--- src/rtl/gpio_pkg.sv ---
package gpio_pkg;

    localparam int DATA_W = 8;
    localparam int ADDR_W = 3;

    typedef enum logic [1:0] {
        SEL_NONE = 2'd0,
        SEL_DATA = 2'd1,
        SEL_DIR  = 2'd2
    } sel_kind_e;

    typedef struct packed {
        sel_kind_e   kind;
        logic [1:0]  port;
    } reg_sel_t;

    // Bit 2 picks data versus direction, bits 1:0 pick the port; index 3 is empty.
    function automatic reg_sel_t decode_addr(input logic [ADDR_W-1:0] a);
        reg_sel_t s;
        s.port = a[1:0];
        if (a[1:0] == 2'd3)
            s.kind = SEL_NONE;
        else if (a[2])
            s.kind = SEL_DIR;
        else
            s.kind = SEL_DATA;
        return s;
    endfunction

endpackage

--- src/rtl/bit_sync.sv ---
module bit_sync #(
    parameter int W = 8
) (
    input  logic         clk,
    input  logic         rst,
    input  logic [W-1:0] async_i,
    output logic [W-1:0] sync_o
);
    logic [W-1:0] stage1_q;
    logic [W-1:0] stage2_q;

    always_ff @(posedge clk) begin
        if (rst) begin
            stage1_q <= '0;
            stage2_q <= '0;
        end else begin
            stage1_q <= async_i;
            stage2_q <= stage1_q;
        end
    end

    assign sync_o = stage2_q;
endmodule

--- src/rtl/port_slice.sv ---
module port_slice
    import gpio_pkg::*;
#(
    parameter int W = 8
) (
    input  logic              clk,
    input  logic              rst,
    input  logic              wr_data,
    input  logic              wr_dir,
    input  logic [W-1:0]      wdata,
    input  logic [W-1:0]      pin_i,
    output logic [W-1:0]      pin_o,
    output logic [W-1:0]      pin_oe,
    output logic [DATA_W-1:0] rd_val
);
    logic [W-1:0] out_q;
    logic [W-1:0] dir_q;
    logic [W-1:0] pin_sync;

    // Output latch: deliberately outside reset.
    always_ff @(posedge clk) begin
        if (wr_data)
            out_q <= wdata;
    end

    always_ff @(posedge clk) begin
        if (rst)
            dir_q <= '0;
        else if (wr_dir)
            dir_q <= wdata;
    end

    bit_sync #(.W(W)) u_sync (
        .clk     (clk),
        .rst     (rst),
        .async_i (pin_i),
        .sync_o  (pin_sync)
    );

    always_comb begin
        rd_val        = '1;
        rd_val[W-1:0] = (out_q & dir_q) | (pin_sync & ~dir_q);
    end

    assign pin_o  = out_q;
    assign pin_oe = dir_q;

    // Checker state: cycles since reset, saturating at 2.
    logic [1:0] age_q;
    always_ff @(posedge clk) begin
        if (rst)
            age_q <= '0;
        else if (age_q != 2'd2)
            age_q <= age_q + 2'd1;
    end

    assert_dir_hold_R10: assert property (@(posedge clk) disable iff (rst)
        !wr_dir |=> $stable(pin_oe));

    assert_latch_hold_R8: assert property (@(posedge clk) disable iff (rst)
        !wr_data |=> $stable(pin_o));

    assert_input_delay_R5: assert property (@(posedge clk) disable iff (rst)
        (age_q == 2'd2) |-> ((rd_val[W-1:0] & ~pin_oe) == ($past(pin_i, 2) & ~pin_oe)));

    assert_reset_clears_R3: assert property (@(posedge clk)
        rst |=> (pin_oe == '0));
endmodule

--- src/rtl/tri_port_gpio.sv ---
module tri_port_gpio
    import gpio_pkg::*;
#(
    parameter int PA_W = 8,
    parameter int PB_W = 8,
    parameter int PC_W = 4
) (
    input  logic              clk,
    input  logic              rst,
    input  logic              bus_sel,
    input  logic              bus_we,
    input  logic [ADDR_W-1:0] bus_addr,
    input  logic [DATA_W-1:0] bus_wdata,
    output logic [DATA_W-1:0] bus_rdata,
    input  logic [PA_W-1:0]   pa_in,
    output logic [PA_W-1:0]   pa_out,
    output logic [PA_W-1:0]   pa_oe,
    input  logic [PB_W-1:0]   pb_in,
    output logic [PB_W-1:0]   pb_out,
    output logic [PB_W-1:0]   pb_oe,
    input  logic [PC_W-1:0]   pc_in,
    output logic [PC_W-1:0]   pc_out,
    output logic [PC_W-1:0]   pc_oe
);
    localparam int NPORTS = 3;

    reg_sel_t          sel;
    logic              wr_en;
    logic [NPORTS-1:0] wr_data_v;
    logic [NPORTS-1:0] wr_dir_v;
    logic [DATA_W-1:0] rd_a, rd_b, rd_c;

    assign sel   = decode_addr(bus_addr);
    assign wr_en = bus_sel && bus_we;

    for (genvar p = 0; p < NPORTS; p++) begin : g_strobe
        assign wr_data_v[p] = wr_en && (sel.kind == SEL_DATA) && (sel.port == 2'(p));
        assign wr_dir_v[p]  = wr_en && (sel.kind == SEL_DIR)  && (sel.port == 2'(p));
    end

    port_slice #(.W(PA_W)) u_port_a (
        .clk (clk), .rst (rst),
        .wr_data (wr_data_v[0]), .wr_dir (wr_dir_v[0]),
        .wdata (bus_wdata[PA_W-1:0]), .pin_i (pa_in),
        .pin_o (pa_out), .pin_oe (pa_oe), .rd_val (rd_a)
    );

    port_slice #(.W(PB_W)) u_port_b (
        .clk (clk), .rst (rst),
        .wr_data (wr_data_v[1]), .wr_dir (wr_dir_v[1]),
        .wdata (bus_wdata[PB_W-1:0]), .pin_i (pb_in),
        .pin_o (pb_out), .pin_oe (pb_oe), .rd_val (rd_b)
    );

    port_slice #(.W(PC_W)) u_port_c (
        .clk (clk), .rst (rst),
        .wr_data (wr_data_v[2]), .wr_dir (wr_dir_v[2]),
        .wdata (bus_wdata[PC_W-1:0]), .pin_i (pc_in),
        .pin_o (pc_out), .pin_oe (pc_oe), .rd_val (rd_c)
    );

    always_comb begin
        unique case (sel.kind)
            SEL_DATA: begin
                case (sel.port)
                    2'd0:    bus_rdata = rd_a;
                    2'd1:    bus_rdata = rd_b;
                    default: bus_rdata = rd_c;
                endcase
            end
            SEL_DIR: bus_rdata = '1;
            default: bus_rdata = '0;
        endcase
    end

    assert_out_readback_R4: assert property (@(posedge clk) disable iff (rst)
        (bus_addr == 3'd0) |-> ((bus_rdata & pa_oe) == (pa_out & pa_oe)));

    assert_dir_reads_ff_R6: assert property (@(posedge clk) disable iff (rst)
        (bus_addr[2] && bus_addr[1:0] != 2'd3) |-> (bus_rdata == 8'hFF));

    assert_nibble_upper_R7: assert property (@(posedge clk) disable iff (rst)
        (bus_addr == 3'd2) |-> (bus_rdata[7:4] == 4'hF));

    assert_empty_addr_R9: assert property (@(posedge clk) disable iff (rst)
        (bus_addr[1:0] == 2'd3) |-> (bus_rdata == 8'h00));

    assert_oe_hold_R9: assert property (@(posedge clk) disable iff (rst)
        (bus_addr[1:0] == 2'd3) |=> ($stable(pa_oe) && $stable(pb_oe) && $stable(pc_oe)));
endmodule

--- config.mk ---
export PLATFORM = sky130hd
export DESIGN_NAME = tri_port_gpio
export DESIGN_NICKNAME = d
export VERILOG_FILES = /design/src/rtl/gpio_pkg.sv /design/src/rtl/bit_sync.sv /design/src/rtl/port_slice.sv /design/src/rtl/tri_port_gpio.sv
export SDC_FILE = /design/constraint.sdc
export NUM_CORES = 1
export LEC_CHECK = 0
export ABC_AREA = 1
export BUFFER_PORTS_ARGS = -buffer_cell sky130_fd_sc_hd__buf_2
export CAP_MARGIN = 30
export CORE_AREA = 3 3 90 92
export DETAILED_ROUTE_END_ITERATION = 16
export DIE_AREA = 0 0 93 95
export GPL_TIMING_DRIVEN = 0
export PLACE_DENSITY_LB_ADDON = 0.3
export SETUP_SLACK_MARGIN = 0.4
export SYNTH_ARGS = -nofsm -noshare
export SYNTH_HDL_FRONTEND = slang
export SYNTH_HIERARCHICAL = 1
export SYNTH_SLANG_ARGS = --single-unit
--- constraint.sdc ---
create_clock -name clk -period 1.98 [get_ports clk]
set_input_delay 0.198 -clock clk [delete_from_list [all_inputs] [get_ports clk]]
set_output_delay 0.198 -clock clk [all_outputs]
set_load 0.01 [all_outputs]
# == Word-level counts from Yosys, hierarchy flattened ==
# Index checks and enable logic that the tools add are counted.
# classes
addsub,0
n_mul,0
div,0
order_cmp,0
n_eq_ne,5
shifts,0
muxes,4
n_bitwise,12
reduce_logical,10
# op_table
operator,count
AND 8 bit,4
one-hot mux 8 bit (2 select lines),2
NOT 8 bit,2
bitwise OR 8 bit,2
logical AND 1 bit,9
AND 4 bit,2
equality test 2 bit (second input constant),3
equality test 2 x 1 -> 1 bit (second input constant),2
2-to-1 mux 2 bit,2
NOT 4 bit,1
bitwise OR 4 bit,1
zero test 2 bit,1
# word_totals
register_bits,80
latchBits,0
ram_bits,0
romBits,0
output_inout_bits,48
n_memories,0

# == Depth between registers and ports, before layout ==
# logic_depth
word_depth,5
ltp_mapped,9

# == Hierarchy ==
# Netlist, hierarchy kept.
# modules_own_cells
module,instances,cells_per_inst,area_per_inst_um2,seq_area_each_um2
port_slice (u_port_a ...),2,83,723.2,400.4
bit_sync (u_port_a.u_sync ...),2,50,474.2,320.3
port_slice (u_port_c),1,47,376.6,200.2
tri_port_gpio,1,71,319.1,0.0
bit_sync (u_port_c.u_sync),1,25,231.5,160.2

# == Worst setup path after synthesis ==
# Ideal clock, no wire load.
# synth_timing
path_type,input port to flip-flop
from,input bus_addr[1]
to,register u_port_b.out_q[0] (netlist: u_port_b/pin_o[0]) (enable)
arrival_ps,980
required_ps,1610
setup_slack_ps,629
path_stages,6
path_buffers,1
cell_sequence,buf_6 > nand2_2 > inv_2 > nor2_1 > nand2_1 > nor2_1
# synth_between
elab_chain_cells,5
elab_cells_between_ends,6
cone_classes,3 x eq/ne; 1 x mux; 2 x reduce/logical
# synth_lines
element,line_no,source
"start, declared",tri_port_gpio.sv:12,"input logic [ADDR_W-1:0] bus_addr,"
equality test 2 bit,gpio_pkg.sv:21,if (a[1:0] == 2'd3)
2-to-1 mux 2 bit,gpio_pkg.sv:21,
equality test 2 x 1 -> 1 bit,tri_port_gpio.sv:37,assign wr_data_v[p] = wr_en && (sel.kind == SEL_DATA) && (sel.port == 2'(p));
logical AND 1 bit,tri_port_gpio.sv:37,
logical AND 1 bit (*),tri_port_gpio.sv:37,
via wr_data_v[1],tri_port_gpio.sv:29,logic [NPORTS-1:0] wr_data_v;
"end signal, assigned",port_slice.sv:23,out_q <= wdata;
"end, declared",port_slice.sv:16,logic [W-1:0] out_q;
# The timed path passes the listed nets; every way through them passes the cells marked *.
# A chain may end at the register's enable or synchronous reset.

# == Worst setup path in the final report ==
# layout_timing
from,register u_port_c.out_q[0] (netlist: u_port_c/pin_o[0])
to,output bus_rdata[0]
# layout_between
elab_chain_cells,4
# layout_lines
element,line_no,source
"start, declared",port_slice.sv:16,
"start signal, assigned",port_slice.sv:23,
AND 4 bit,port_slice.sv:42,rd_val[W-1:0] = (out_q & dir_q) | (pin_sync & ~dir_q);
bitwise OR 4 bit,port_slice.sv:42,
via rd_c[0],tri_port_gpio.sv:31,"logic [DATA_W-1:0] rd_a, rd_b, rd_c;"
one-hot mux 8 bit (2 select lines),tri_port_gpio.sv:65,case (sel.port)
one-hot mux 8 bit (2 select lines),tri_port_gpio.sv:63,unique case (sel.kind)
"end, declared",tri_port_gpio.sv:14,"output logic [DATA_W-1:0] bus_rdata,"
# The timed path passes the listed nets, and every way through them passes these cells.

==> flow_summary_export.csv <==
group,metric,value,unit
job,cap_violations,0,
finish,final_layout_size_suffix_gt1_share,34.82,%
clock_network,clockRootBuffer,"clkbuf_8",
clock_network,numCtsBuffers,9,
power,p_int,2.457,mW
worst_setup_path,criticalPathCategory,"register to primary output",
timing,timing.fmax,644.6,MHz
die,dieArea,8835,um2
die,die_w,93,um
min_path,hold_path_class,"input pin to register",
worst_setup_path,crit_fanout,2,
timing,worstMarginPinSlew,873.9,ps
placed_design,gp_congestion,0.8557,
finish,area_growth,25.91,%
drt,firstDrtPassIters,4,
drt,antenna_left,0,
power,power_density,786.4,nW/um2
worst_setup_path,crit_chain,"nand2_1, o21ai_2, a21oi_2, nand3_1, nand2_1, inv_1, buf_2",
yosys,synth-seq-cells,80,
die,num_rows,31,
timing,skew,2.536,ps
grt,gr-total-overflow,0,
worst_setup_path,cp-end-kind,"primary output",
yosys,synth_warnings,6,
grt,antenna_found_initial,0,
grt,grt_pass1_wl,11.49,mm
placed_design,io_buffers,82,
finish,post-route-util,57.36,%
drt,via_per_inst,4.341,
die,initial_core_util,45.56,%
timing,grt_setup_unrepaired,"yes",
yosys,synth_cell_type_count,23,
clock_network,clockBufferDepth,2,
drt,drc,0,
worst_setup_path,crit_path_frequent_cell,"nand2_1",
power,p_total,3.289,mW
yosys,synthAdderAreaFrac,0,%
timing,slew_headroom,41.21,%
status,outcome,"finished, final reports clean",
yosys,synthXorXnorAreaFrac,0,%
drt,routed_wirelength,7.376,mm
clock_network,cts_tree,"yes",
grt,grt_max_degree,16,
yosys,synth.avg_cell_area,8.122,um2
drt,vias,2674,
timing,final.setup.tns,0,ps
yosys,synth_mux_area_share,0,%
die,core_area,7292,um2
worst_setup_path,crit_arrival,1350,ps
worst_setup_path,critical-path-max-stage-delay,390,ps
drt,drt_iter0_markers,132,
yosys,synth-compound-area-share,4.068,%
power,seqPwrFrac,53.1,%
timing,period_minus_slack,1551,ps
timing,period_share,78.36,%
clock_network,insertion_delay,350,ps
worst_setup_path,crit_required,1780,ps
die,die_h,95,um
grt,grt_usage,17.24,%
power,ir_drop,427.8,uV
grt,grt_pass1_vias,2473,
worst_setup_path,cp_slowest_cell,"edfxtp_1",
worst_setup_path,cp-start-kind,"register",
yosys,yosys.area_share.simple,24.48,%
finish,diodes,0,
clock_network,htree_levels,3,
timing,hold_viol,0,
yosys,netlist_instances,409,
placed_design,hpwl,5.471,mm
yosys,synth_top_family_by_area,"simple AND/OR/NAND/NOR gates",
power,p_sw_share,25.29,%
clock_network,path_clk_slew,80,ps
power,p_switching,832.0,uW
timing,setup_viol,0,
yosys,synth.cell_area,3322,um2
yosys,synth-seq-area-share,54.24,%
finish,finish.net_count,547,
timing,final_max_slew_viol_count,0,
drt,wl_per_cell,11.97,um
power,p_leak,2.069,nW
clock_network,cts.sinks,80,
power,pwr-share-comb,9.7,%
die,io_pins,83,
power,p_clk_share,37.2,%
## worst paths after layout
kind | startpoint | endpoint | slack (ps) | cells after the start
worst max-delay path | u_port_c/pin_o[0] | bus_rdata[0] | 430 | 7
worst min-delay path | pa_in[5] | u_port_a/u_sync/stage1_q[5] | 40 | 3
worst max register to register | u_port_b/pin_oe[5] | u_port_b/pin_oe[5] | 1270 | 3
worst min register to register | u_port_a/u_sync/stage1_q[4] | u_port_a/u_sync/sync_o[4] | 390 | 2
## critical path: cells and delay by family, from the launching register on
| kind | cells | cell delay [ps] |
|---|---|---|
| AND/OR/NAND/NOR | 3 | 250 |
| flip-flops | 1 | 390 |
| AO/OA/AOI/OAI | 2 | 200 |
| buffers and inverters | 2 | 170 |
## Yosys cell counts (all sizes together)
cell type / count / share of area [%]
inv: 89 / 10
nor2: 89 / 11
nand2: 82 / 11
nand3b: 1 / 0.23
o21ai: 20 / 3.0
dfxtp: 60 / 36
conb: 1 / 0.11
nand3: 14 / 2.1
nor3: 1 / 0.15
buf: 18 / 5.9
clkinv: 6 / 1.1
nor4: 1 / 0.19
edfxtp: 20 / 18
a21oi: 7 / 1.1
## placed cells by master, fill, tap and decap left out, drive strengths merged
master / synthesis / final
buf: 18 / 107
inv: 89 / 94
nor2: 89 / 89
nand2: 82 / 82
dfxtp: 60 / 60
edfxtp: 20 / 20
o21ai: 20 / 20
nand3: 14 / 14
clkbuf: 0 / 9
a21oi: 7 / 7
clkinv: 6 / 6
conb: 1 / 4
nand3b: 1 / 1
nor4: 1 / 1
nor3: 1 / 1
clkinvlp: 0 / 1
bufinv: 0 / 1
## repair_timing
action / in CTS / in global routing
gates resized for setup: 0 / 24
endpoints found under the hold margin: 0 / 0
buffers inserted: 1 / 6
pin swaps: 1 / 23
setup endpoints to repair: 1 / 8
hold buffers: 0 / 0
## final cells by class
type                            count  area (um2)
Buffer                             18       196.4
Clock buffer                        9       123.9
Clock inverter                      7       76.32
Fill cell                         725        3109
Inverter                           95       371.6
Multi-Input combinational cell    219        1007
Sequential cell                    80        1814
Tap cell                           99       123.9
Timing Repair Buffer               89       469.2
## per-stage QoR
step           setup slack (ps)  hold WS, ps  instances  instance area (um2)
2_1_floorplan             629.4        296.9        412                 3333
3_3_place_gp              122.9        391.3        593                 3867
3_5_place_dp              139.4        394.8        593                 3867
4_1_cts                   408.8        24.50        610                 4075
5_1_grt                   317.9        37.07        616                 4183
6_report                  428.5        41.90        616                 4183
## logic make-up after synthesis
family,after synthesis
AND/OR/NAND/NOR,188
buffers and inverters,113
flip-flops,80
AO/OA/AOI/OAI,27
other,1
## flip-flops by register name, indices dropped and copies added, names as in the netlist
name	cells
u_port_a/pin_o	8
u_port_a/pin_oe	8
u_port_a/u_sync/stage1_q	8
u_port_a/u_sync/sync_o	8
u_port_b/pin_o	8
u_port_b/pin_oe	8
u_port_b/u_sync/stage1_q	8
u_port_b/u_sync/sync_o	8
u_port_c/pin_o	4
u_port_c/pin_oe	4
u_port_c/u_sync/stage1_q	4
u_port_c/u_sync/sync_o	4
## per-layer routing
| layer | up-vias | share of wire [%] | track usage [%] |
|---|---|---|---|
| met3 | 8 | 8.2 | 4.462 |
| li1 | 1396 | - | - |
| met4 | 0 | 1.5 | 8.303 |
| met1 | 1181 | 43 | 21.63 |
| met5 | - | 0 | 0 |
| met2 | 89 | 47 | 27.71 |
## power groups by stage
stage,sequential [mW],combinational (mW),clock [mW]
3_5_place_dp,1.79,0.305,0
4_1_cts,1.75,0.307,1.26
3_3_place_gp,1.78,0.299,0
6_report,1.75,0.319,1.22
5_1_grt,1.75,0.358,1.33
2_1_floorplan,1.79,0.181,0
Power figures use the tool's default switching activity.
